===== config.mk =====
export PLATFORM = sky130hd
export DESIGN_NAME = tpm_spi_xact
export DESIGN_NICKNAME = d
export VERILOG_FILES = /design/src/rtl/tpm_spi_pkg.sv /design/src/rtl/tpm_spi_byte_eng.sv /design/src/rtl/tpm_spi_timer.sv /design/src/rtl/tpm_spi_idle_trk.sv /design/src/rtl/tpm_spi_xact.sv
export SDC_FILE = /design/constraint.sdc
export NUM_CORES = 1
export LEC_CHECK = 0
export ABC_AREA = 1
export CORE_UTILIZATION = 58
export CTS_CLUSTER_SIZE = 20
export DETAILED_ROUTE_END_ITERATION = 16
export HOLD_SLACK_MARGIN = 0.05
export PLACE_DENSITY = 0.8
export SYNTH_ARGS = -nofsm -noshare
export SYNTH_HDL_FRONTEND = slang
export SYNTH_HIERARCHICAL = 1
export SYNTH_SLANG_ARGS = --single-unit

===== constraint.sdc =====
create_clock -name clk_i -period 4.1 [get_ports clk_i]
set_clock_uncertainty 0.05 [all_clocks]
set_input_delay 0.82 -clock clk_i [delete_from_list [all_inputs] [get_ports clk_i]]
set_output_delay 0.82 -clock clk_i [all_outputs]
set_load 0.03 [all_outputs]

===== src/rtl/tpm_spi_pkg.sv =====
package tpm_spi_pkg;

  typedef enum logic [3:0] {
    ST_IDLE, ST_SYNC, ST_WAKE_LO, ST_WAKE_HI, ST_HDR, ST_POLL, ST_DATA, ST_ZFILL, ST_DONE
  } xact_st_e;

  localparam int unsigned HDR_LAST = 3;

  function automatic int unsigned max2(input int unsigned a, input int unsigned b);
    return (a > b) ? a : b;
  endfunction

  function automatic logic [7:0] hdr_byte(input logic rd, input logic [5:0] lm1,
                                          input logic [23:0] addr, input logic [1:0] idx);
    case (idx)
      2'd0:    return {rd, 1'b1, lm1};
      2'd1:    return addr[23:16];
      2'd2:    return addr[15:8];
      default: return addr[7:0];
    endcase
  endfunction

endpackage


===== src/rtl/tpm_spi_byte_eng.sv =====
module tpm_spi_byte_eng #(
  parameter int unsigned CLK_DIV = 4
) (
  input  logic       clk_i,
  input  logic       rst_ni,
  input  logic       start_i,
  input  logic [7:0] tx_i,
  input  logic       miso_i,
  output logic       busy_o,
  output logic       done_o,
  output logic [7:0] rx_o,
  output logic       sclk_o,
  output logic       mosi_o
);
  localparam int unsigned DW = (CLK_DIV < 2) ? 1 : $clog2(CLK_DIV);

  logic          busy_q, done_q, sclk_q;
  logic [DW-1:0] div_q;
  logic [2:0]    bit_q;
  logic [7:0]    tx_q, rx_q;

  always_ff @(posedge clk_i or negedge rst_ni) begin
    if (!rst_ni) begin
      busy_q <= 1'b0;
      done_q <= 1'b0;
      sclk_q <= 1'b0;
      div_q  <= '0;
      bit_q  <= '0;
      tx_q   <= '0;
      rx_q   <= '0;
    end else begin
      done_q <= 1'b0;
      if (start_i && !busy_q) begin
        busy_q <= 1'b1;
        tx_q   <= tx_i;
        div_q  <= '0;
        bit_q  <= '0;
        sclk_q <= 1'b0;
      end else if (busy_q) begin
        if (div_q == DW'(CLK_DIV - 1)) begin
          div_q <= '0;
          if (!sclk_q) begin
            sclk_q <= 1'b1;
            rx_q   <= {rx_q[6:0], miso_i};
          end else begin
            sclk_q <= 1'b0;
            if (bit_q == 3'd7) begin
              busy_q <= 1'b0;
              done_q <= 1'b1;
            end else begin
              bit_q <= bit_q + 3'd1;
              tx_q  <= {tx_q[6:0], 1'b0};
            end
          end
        end else begin
          div_q <= div_q + DW'(1);
        end
      end
    end
  end

  assign busy_o = busy_q;
  assign done_o = done_q;
  assign rx_o   = rx_q;
  assign sclk_o = sclk_q;
  assign mosi_o = busy_q ? tx_q[7] : 1'b0;

  AST_NO_RESTART: assert property (@(posedge clk_i) disable iff (!rst_ni)
    start_i |-> !busy_q);
  AST_SCLK_REST_LOW: assert property (@(posedge clk_i) disable iff (!rst_ni)
    !busy_q |-> !sclk_q);
  AST_DONE_ENDS_BUSY: assert property (@(posedge clk_i) disable iff (!rst_ni)
    done_q |-> $fell(busy_q));

endmodule


===== src/rtl/tpm_spi_timer.sv =====
module tpm_spi_timer #(
  parameter int unsigned W = 8
) (
  input  logic         clk_i,
  input  logic         rst_ni,
  input  logic         load_i,
  input  logic [W-1:0] val_i,
  output logic         expired_o
);
  logic [W-1:0] cnt_q;

  always_ff @(posedge clk_i or negedge rst_ni) begin
    if (!rst_ni)              cnt_q <= '0;
    else if (load_i)          cnt_q <= val_i;
    else if (cnt_q != '0)     cnt_q <= cnt_q - W'(1);
  end

  assign expired_o = (cnt_q == '0);

  AST_TMR_DOWN: assert property (@(posedge clk_i) disable iff (!rst_ni)
    (!load_i && cnt_q != '0) |=> (cnt_q == $past(cnt_q) - W'(1)));

endmodule


===== src/rtl/tpm_spi_idle_trk.sv =====
module tpm_spi_idle_trk #(
  parameter int unsigned IDLE_CYC = 1000
) (
  input  logic clk_i,
  input  logic rst_ni,
  input  logic start_i,
  input  logic cs_low_i,
  input  logic irq_i,
  output logic seen_o,
  output logic wake_o,
  output logic irq_seen_o
);
  localparam int unsigned CW = $clog2(IDLE_CYC + 1);

  logic          seen_q, irq_q;
  logic [CW-1:0] idle_q;

  always_ff @(posedge clk_i or negedge rst_ni) begin
    if (!rst_ni) begin
      seen_q <= 1'b0;
      irq_q  <= 1'b0;
      idle_q <= '0;
    end else begin
      if (start_i) begin
        seen_q <= 1'b1;
        idle_q <= '0;
      end else if (idle_q != CW'(IDLE_CYC)) begin
        idle_q <= idle_q + CW'(1);
      end
      if (start_i)                  irq_q <= 1'b0;
      else if (irq_i && !cs_low_i)  irq_q <= 1'b1;
    end
  end

  assign seen_o     = seen_q;
  assign wake_o     = !seen_q || (idle_q == CW'(IDLE_CYC));
  assign irq_seen_o = irq_q;

  AST_IRQ_CLEARED: assert property (@(posedge clk_i) disable iff (!rst_ni)
    start_i |=> !irq_q);
  AST_IDLE_RESTART: assert property (@(posedge clk_i) disable iff (!rst_ni)
    start_i |=> (seen_q && !wake_o));

endmodule


===== src/rtl/tpm_spi_xact.sv =====
module tpm_spi_xact
  import tpm_spi_pkg::*;
#(
  parameter int unsigned CLK_DIV     = 4,
  parameter int unsigned WAKE_LO_CYC = 100,
  parameter int unsigned WAKE_HI_CYC = 10000,
  parameter int unsigned IDLE_CYC    = 90000000,
  parameter int unsigned FLOW_TO_CYC = 10000000,
  parameter int unsigned SYNC_TO_CYC = 1000000
) (
  input  logic        clk_i,
  input  logic        rst_ni,
  input  logic        req_valid_i,
  output logic        req_ready_o,
  input  logic        req_read_i,
  input  logic [5:0]  req_len_m1_i,
  input  logic [23:0] req_addr_i,
  input  logic [7:0]  wr_data_i,
  input  logic        wr_valid_i,
  output logic        wr_ready_o,
  output logic [7:0]  rd_data_o,
  output logic        rd_valid_o,
  output logic        done_o,
  output logic        flow_err_o,
  output logic        sync_to_o,
  input  logic        irq_i,
  output logic        sclk_o,
  output logic        mosi_o,
  input  logic        miso_i,
  output logic        cs_no
);
  localparam int unsigned TMAX = max2(max2(FLOW_TO_CYC, SYNC_TO_CYC), max2(WAKE_LO_CYC, WAKE_HI_CYC));
  localparam int unsigned TW   = $clog2(TMAX + 1);

  xact_st_e    st_q, st_d;
  logic        rd_q, pend_q, flow_err_q, sync_to_q, rd_valid_q;
  logic [5:0]  lm1_q;
  logic [23:0] addr_q;
  logic [1:0]  idx_q;
  logic [6:0]  cnt_q;
  logic [7:0]  rd_data_q;

  logic          eng_start, eng_busy, eng_done;
  logic [7:0]    eng_tx, eng_rx;
  logic          tmr_load, tmr_exp;
  logic [TW-1:0] tmr_val;
  logic          hdr_go, sync_miss, cs_low, last_byte;
  logic          seen, wake, irq_seen;

  assign cs_low    = (st_q == ST_WAKE_LO) || (st_q == ST_HDR) || (st_q == ST_POLL) || (st_q == ST_DATA);
  assign last_byte = (cnt_q == {1'b0, lm1_q});

  always_comb begin
    case (st_q)
      ST_HDR:  eng_tx = hdr_byte(rd_q, lm1_q, addr_q, idx_q);
      ST_DATA: eng_tx = rd_q ? 8'h00 : wr_data_i;
      default: eng_tx = 8'h00;
    endcase
  end

  assign eng_start  = pend_q && !eng_busy && ((st_q != ST_DATA) || rd_q || wr_valid_i);
  assign wr_ready_o = (st_q == ST_DATA) && pend_q && !eng_busy && !rd_q;

  always_comb begin
    st_d      = st_q;
    tmr_load  = 1'b0;
    tmr_val   = '0;
    hdr_go    = 1'b0;
    sync_miss = 1'b0;
    case (st_q)
      ST_IDLE: if (req_valid_i) begin
        tmr_load = 1'b1;
        if (seen) begin
          st_d    = ST_SYNC;
          tmr_val = TW'(SYNC_TO_CYC - 1);
        end else begin
          st_d    = ST_WAKE_LO;
          tmr_val = TW'(WAKE_LO_CYC - 1);
        end
      end
      ST_SYNC: if (irq_seen || tmr_exp) begin
        sync_miss = !irq_seen;
        if (wake) begin
          st_d     = ST_WAKE_LO;
          tmr_load = 1'b1;
          tmr_val  = TW'(WAKE_LO_CYC - 1);
        end else begin
          st_d   = ST_HDR;
          hdr_go = 1'b1;
        end
      end
      ST_WAKE_LO: if (tmr_exp) begin
        st_d     = ST_WAKE_HI;
        tmr_load = 1'b1;
        tmr_val  = TW'(WAKE_HI_CYC - 1);
      end
      ST_WAKE_HI: if (tmr_exp) begin
        st_d   = ST_HDR;
        hdr_go = 1'b1;
      end
      ST_HDR: if (eng_done && idx_q == 2'(HDR_LAST)) begin
        st_d     = ST_POLL;
        tmr_load = 1'b1;
        tmr_val  = TW'(FLOW_TO_CYC - 1);
      end
      ST_POLL: if (eng_done) begin
        if (eng_rx[0])     st_d = ST_DATA;
        else if (tmr_exp)  st_d = rd_q ? ST_ZFILL : ST_DONE;
      end
      ST_DATA:  if (eng_done && last_byte) st_d = ST_DONE;
      ST_ZFILL: if (last_byte) st_d = ST_DONE;
      ST_DONE:  st_d = ST_IDLE;
      default:  st_d = ST_IDLE;
    endcase
  end

  always_ff @(posedge clk_i or negedge rst_ni) begin
    if (!rst_ni) begin
      st_q       <= ST_IDLE;
      rd_q       <= 1'b0;
      lm1_q      <= '0;
      addr_q     <= '0;
      idx_q      <= '0;
      cnt_q      <= '0;
      pend_q     <= 1'b0;
      flow_err_q <= 1'b0;
      sync_to_q  <= 1'b0;
      rd_valid_q <= 1'b0;
      rd_data_q  <= '0;
    end else begin
      st_q       <= st_d;
      rd_valid_q <= 1'b0;
      if (eng_start) pend_q <= 1'b0;
      if (hdr_go) begin
        idx_q  <= '0;
        pend_q <= 1'b1;
      end
      if (sync_miss) sync_to_q <= 1'b1;
      case (st_q)
        ST_IDLE: if (req_valid_i) begin
          rd_q       <= req_read_i;
          lm1_q      <= req_len_m1_i;
          addr_q     <= req_addr_i;
          cnt_q      <= '0;
          flow_err_q <= 1'b0;
          sync_to_q  <= 1'b0;
        end
        ST_HDR: if (eng_done) begin
          pend_q <= 1'b1;
          if (idx_q != 2'(HDR_LAST)) idx_q <= idx_q + 2'd1;
        end
        ST_POLL: if (eng_done) begin
          if (eng_rx[0] || !tmr_exp) pend_q <= 1'b1;
          else                       flow_err_q <= 1'b1;
        end
        ST_DATA: if (eng_done) begin
          cnt_q <= cnt_q + 7'd1;
          if (rd_q) begin
            rd_valid_q <= 1'b1;
            rd_data_q  <= eng_rx;
          end
          if (!last_byte) pend_q <= 1'b1;
        end
        ST_ZFILL: begin
          cnt_q      <= cnt_q + 7'd1;
          rd_valid_q <= 1'b1;
          rd_data_q  <= 8'h00;
        end
        default: ;
      endcase
    end
  end

  tpm_spi_byte_eng #(.CLK_DIV(CLK_DIV)) u_eng (
    .clk_i  (clk_i),
    .rst_ni (rst_ni),
    .start_i(eng_start),
    .tx_i   (eng_tx),
    .miso_i (miso_i),
    .busy_o (eng_busy),
    .done_o (eng_done),
    .rx_o   (eng_rx),
    .sclk_o (sclk_o),
    .mosi_o (mosi_o)
  );

  tpm_spi_timer #(.W(TW)) u_tmr (
    .clk_i    (clk_i),
    .rst_ni   (rst_ni),
    .load_i   (tmr_load),
    .val_i    (tmr_val),
    .expired_o(tmr_exp)
  );

  tpm_spi_idle_trk #(.IDLE_CYC(IDLE_CYC)) u_idle (
    .clk_i     (clk_i),
    .rst_ni    (rst_ni),
    .start_i   (hdr_go),
    .cs_low_i  (cs_low),
    .irq_i     (irq_i),
    .seen_o    (seen),
    .wake_o    (wake),
    .irq_seen_o(irq_seen)
  );

  assign req_ready_o = (st_q == ST_IDLE);
  assign done_o      = (st_q == ST_DONE);
  assign cs_no       = !cs_low;
  assign flow_err_o  = flow_err_q;
  assign sync_to_o   = sync_to_q;
  assign rd_valid_o  = rd_valid_q;
  assign rd_data_o   = rd_data_q;

  AST_SCLK_QUIET_CS_HIGH: assert property (@(posedge clk_i) disable iff (!rst_ni)
    cs_no |-> !sclk_o);
  AST_WR_ONLY_ON_WRITE: assert property (@(posedge clk_i) disable iff (!rst_ni)
    wr_ready_o |-> (!rd_q && !cs_no));
  AST_RD_ONLY_ON_READ: assert property (@(posedge clk_i) disable iff (!rst_ni)
    rd_valid_o |-> rd_q);
  AST_DONE_CS_RELEASED: assert property (@(posedge clk_i) disable iff (!rst_ni)
    done_o |-> (cs_no && !req_ready_o));
  AST_FAIL_ZERO_DATA: assert property (@(posedge clk_i) disable iff (!rst_ni)
    (rd_valid_o && flow_err_o) |-> (rd_data_o == 8'h00));
  AST_DATA_COUNT: assert property (@(posedge clk_i) disable iff (!rst_ni)
    (done_o && !flow_err_o) |-> (cnt_q == {1'b0, lm1_q} + 7'd1));

endmodule


==> impl_metrics.py <==
metrics = {
    "worst_setup_path": {
        "crit_cells": 5,
        "worstSetupPathType": "register to output port",
        "cp_slowest_cell": "clkdlybuf4s50_1",
        "worstPathRequired_ps": 3230,
        "arrival_ps": 2350,
        "cp_cell_sequence": "inv_1 -> nor2_1 -> nand2_1 -> nor4_1 -> clkdlybuf4s50_1",
        "path_max_fanout": 7,
        "cp_slowest_stage_delay_ps": 750,
        "path_buf_inv": 2,
        "cp_top_family": "buffers and inverters",
        "reg2reg_depth": 18,
        "cp-end-kind": "output port",
        "worstSetupStartpointType": "register",
    },
    "synthesis": {
        "ys_types": 44,
        "synth_top_area_frac": 0.432,
        "synth_edf_count": 0,
        "async_reset_ff_frac": 1.00,
        "syn-cell-area_um2": 7710,
        "synth-seq-cells": 133,
        "synth.area.top_cells": "dfrtp_1 43%, nand2_1 20%, nor2_1 6.6%, nand3_1 5.5%, inv_1 5.2%",
        "yosys_warnings": 6,
        "yosysSeqAreaShare": 0.432,
        "synthCells": 1096,
        "yosysTopAreaCell": "dfrtp_1",
        "ys.flop_type": "dfrtp_1",
        "syn_area_per_cell_um2": 7.04,
    },
    "power_and_ir_drop": {
        "power_mw": 5.72,
        "ir_drop_mv": 0.322,
        "powerDensity_nw_per_um2": 630,
        "p_leak_nw": 4.49,
    },
    "global_routing": {
        "grt_pass1_wl_um": 30400,
        "top_usage_layer": "met2",
        "grt_start_max_net_pins": 75,
        "met2_usage": 0.427,
        "antenna_found_initial": 0,
        "grtUsageMet3": 0.0462,
        "grt.total_usage": 0.276,
        "grt_pass1_vias": 6404,
        "grt-ovfl-total": 0,
        "use_met1": 0.385,
    },
    "floorplanning": {
        "die_h_um": 117,
        "placementRows": 41,
        "io_pins": 62,
        "core_area_um2": 12800,
        "start_util": 0.604,
        "die_x_um": 117,
        "dieArea_um2": 13800,
    },
    "finish": {
        "final_common_cell": "nand2_1",
        "fillers": 1030,
        "layout_common_cells": "419 x nand2_1, 136 x nor2_1, 133 x dfrtp_1",
        "final_layout_size_suffix_gt1_frac": 0.0699,
        "finalInstanceArea_um2": 9090,
        "antenna_cells": 0,
        "area_growth_pct": 17.9,
        "nets": 1218,
    },
    "cts": {
        "cts_setup_buffers": 0,
        "numCtsBuffers": 17,
        "cts_root_buf": "clkbuf_16",
        "cts_resized": 0,
        "clkTransAtPathRegs_ps": 60,
        "worstSkewPairLatency_ps": 420,
        "clock_path_buffers": 2,
        "ctsHoldBuffers": 0,
        "cts_sinks": 133,
        "tritoncts": "done",
        "cts.htree.levels": 4,
    },
    "routing": {
        "dr.pass1.iters": 5,
        "antenna_left": 0,
        "drtIter0Drc": 721,
        "viasPerCell": 5.26,
        "wl_per_cell_um": 13.5,
        "drt-total-wl_um": 18100,
        "drc": 0,
        "vias": 7071,
    },
    "timing": {
        "slew_violations": 0,
        "setup_tns_ps": 0,
        "rsz0062_at_grt": "false",
        "maxSlewHeadroom": 0.438,
        "setup_viol": 0,
        "finalHoldViolations": 0,
        "max_freq_mhz": 311,
        "post-route-min-period_ps": 3220,
        "tightest_slew_ps": 841,
        "period_share": 0.785,
    },
    "run": {
        "maxCapViolations": 0,
    },
    "placement": {
        "postPlaceCellArea_um2": 8460,
        "dp_hpwl_um": 12900,
        "port_buffers": 61,
        "gp_congestion": 0.926,
    },
    "min_path": {
        "hp-class": "input port to async pin",
    },
    "status": {
        "status": "complete, no violations",
    },
}
-- cell type report --
class	count	area, um^2	share of cell area
clock inverters	13	180	0.0198
clock buffers	19	453	0.0498
multi-input cells	830	3830	0.421
repair buffers	66	662	0.0728
inverters	112	422	0.0464
flip-flops and latches	133	3330	0.366
well taps	172	215	0.0237
-- path summary, 6_finish.rpt --
kind                                                 end                    startpoint  slack [ps]
setup / recovery                              wr_ready_o           st_q[1]$_DFFE_PN0P_         880
hold / removal                u_tmr/cnt_q[0]$_DFFE_PN0P_                        rst_ni         330
setup reg to reg             u_tmr/cnt_q[23]$_DFFE_PN0P_  u_idle/idle_q[0]$_DFFE_PN0P_        1310
hold reg to reg                    addr_q[1]$_DFFE_PN0P_         addr_q[1]$_DFFE_PN0P_         420
max in group asynchronous  u_idle/idle_q[17]$_DFFE_PN0P_                        rst_ni        2900
min in group clk_i                 addr_q[1]$_DFFE_PN0P_         addr_q[1]$_DFFE_PN0P_         420
-- power breakdown --
| part | switching (mW) | internal (mW) |
|---|---|---|
| sequential | 0.323 | 1.67 |
| combinational | 1.39 | 0.717 |
| clock | 0.577 | 1.05 |
-- registers in the layout, indices dropped and copies added, names as in the netlist, 6 cells and up --
name / cells
u_eng/tx_q: 8
u_eng/rx_o: 8
rd_data_o: 8
u_idle/idle_q: 27
addr_q: 24
lm1_q: 6
cnt_q: 7
u_tmr/cnt_q: 24
-- kinds of logic (layout without fill, tap and decap cells) --
family,Yosys count,count (layout),share of synthesized area
AO/OA/AOI/OAI,97,97,0.0727
XOR/XNOR,13,13,0.0148
adder cells (fa/ha/maj),13,13,0.0211
buffers and inverters,136,210,0.0730
flip-flops,133,133,0.432
other,1,4,0.000486
AND/OR/NAND/NOR,703,703,0.386
-- per-layer routing --
| layer | wire length, um | share of wire | vias to the layer above |
|---|---|---|---|
| li1 | - | - | 3561 |
| met5 | 0 | 0 | - |
| met4 | 449 | 0.025 | 0 |
| met2 | 8390 | 0.46 | 216 |
| met1 | 8380 | 0.46 | 3257 |
| met3 | 896 | 0.049 | 37 |
-- per-stage QoR --
step / instances / utilization / worst slack, ps / hold slack (ps)
final: 1345 / 0.712 / 880 / 328
after floorplan: 1099 / - / 1530 / 387
after detailed placement: 1313 / 0.662 / 1300 / 405
after CTS: 1345 / 0.712 / 866 / 336
after global routing: 1345 / 0.712 / 747 / 355
after global placement: 1313 / 0.662 / 1340 / 400
-- cells in the mapped netlist, types with 2 or more instances --
cell	instances
a21oi_1	24
buf_2	11
buf_4	4
buf_6	3
clkbuf_1	6
dfrtp_1	133
ha_1	13
inv_1	106
inv_2	4
nand2_1	419
nand2_2	8
nand2_4	3
nand3_1	84
nand3_2	2
nand3b_1	3
nand4_1	13
nor2_1	136
nor2_2	10
nor2_4	7
nor3_1	9
o211a_1	4
o211ai_1	3
o21a_1	2
o21ai_0	54
o31ai_1	2
or2_2	4
xnor2_1	5
xor2_1	8
(Power assumes the default switching activity.)
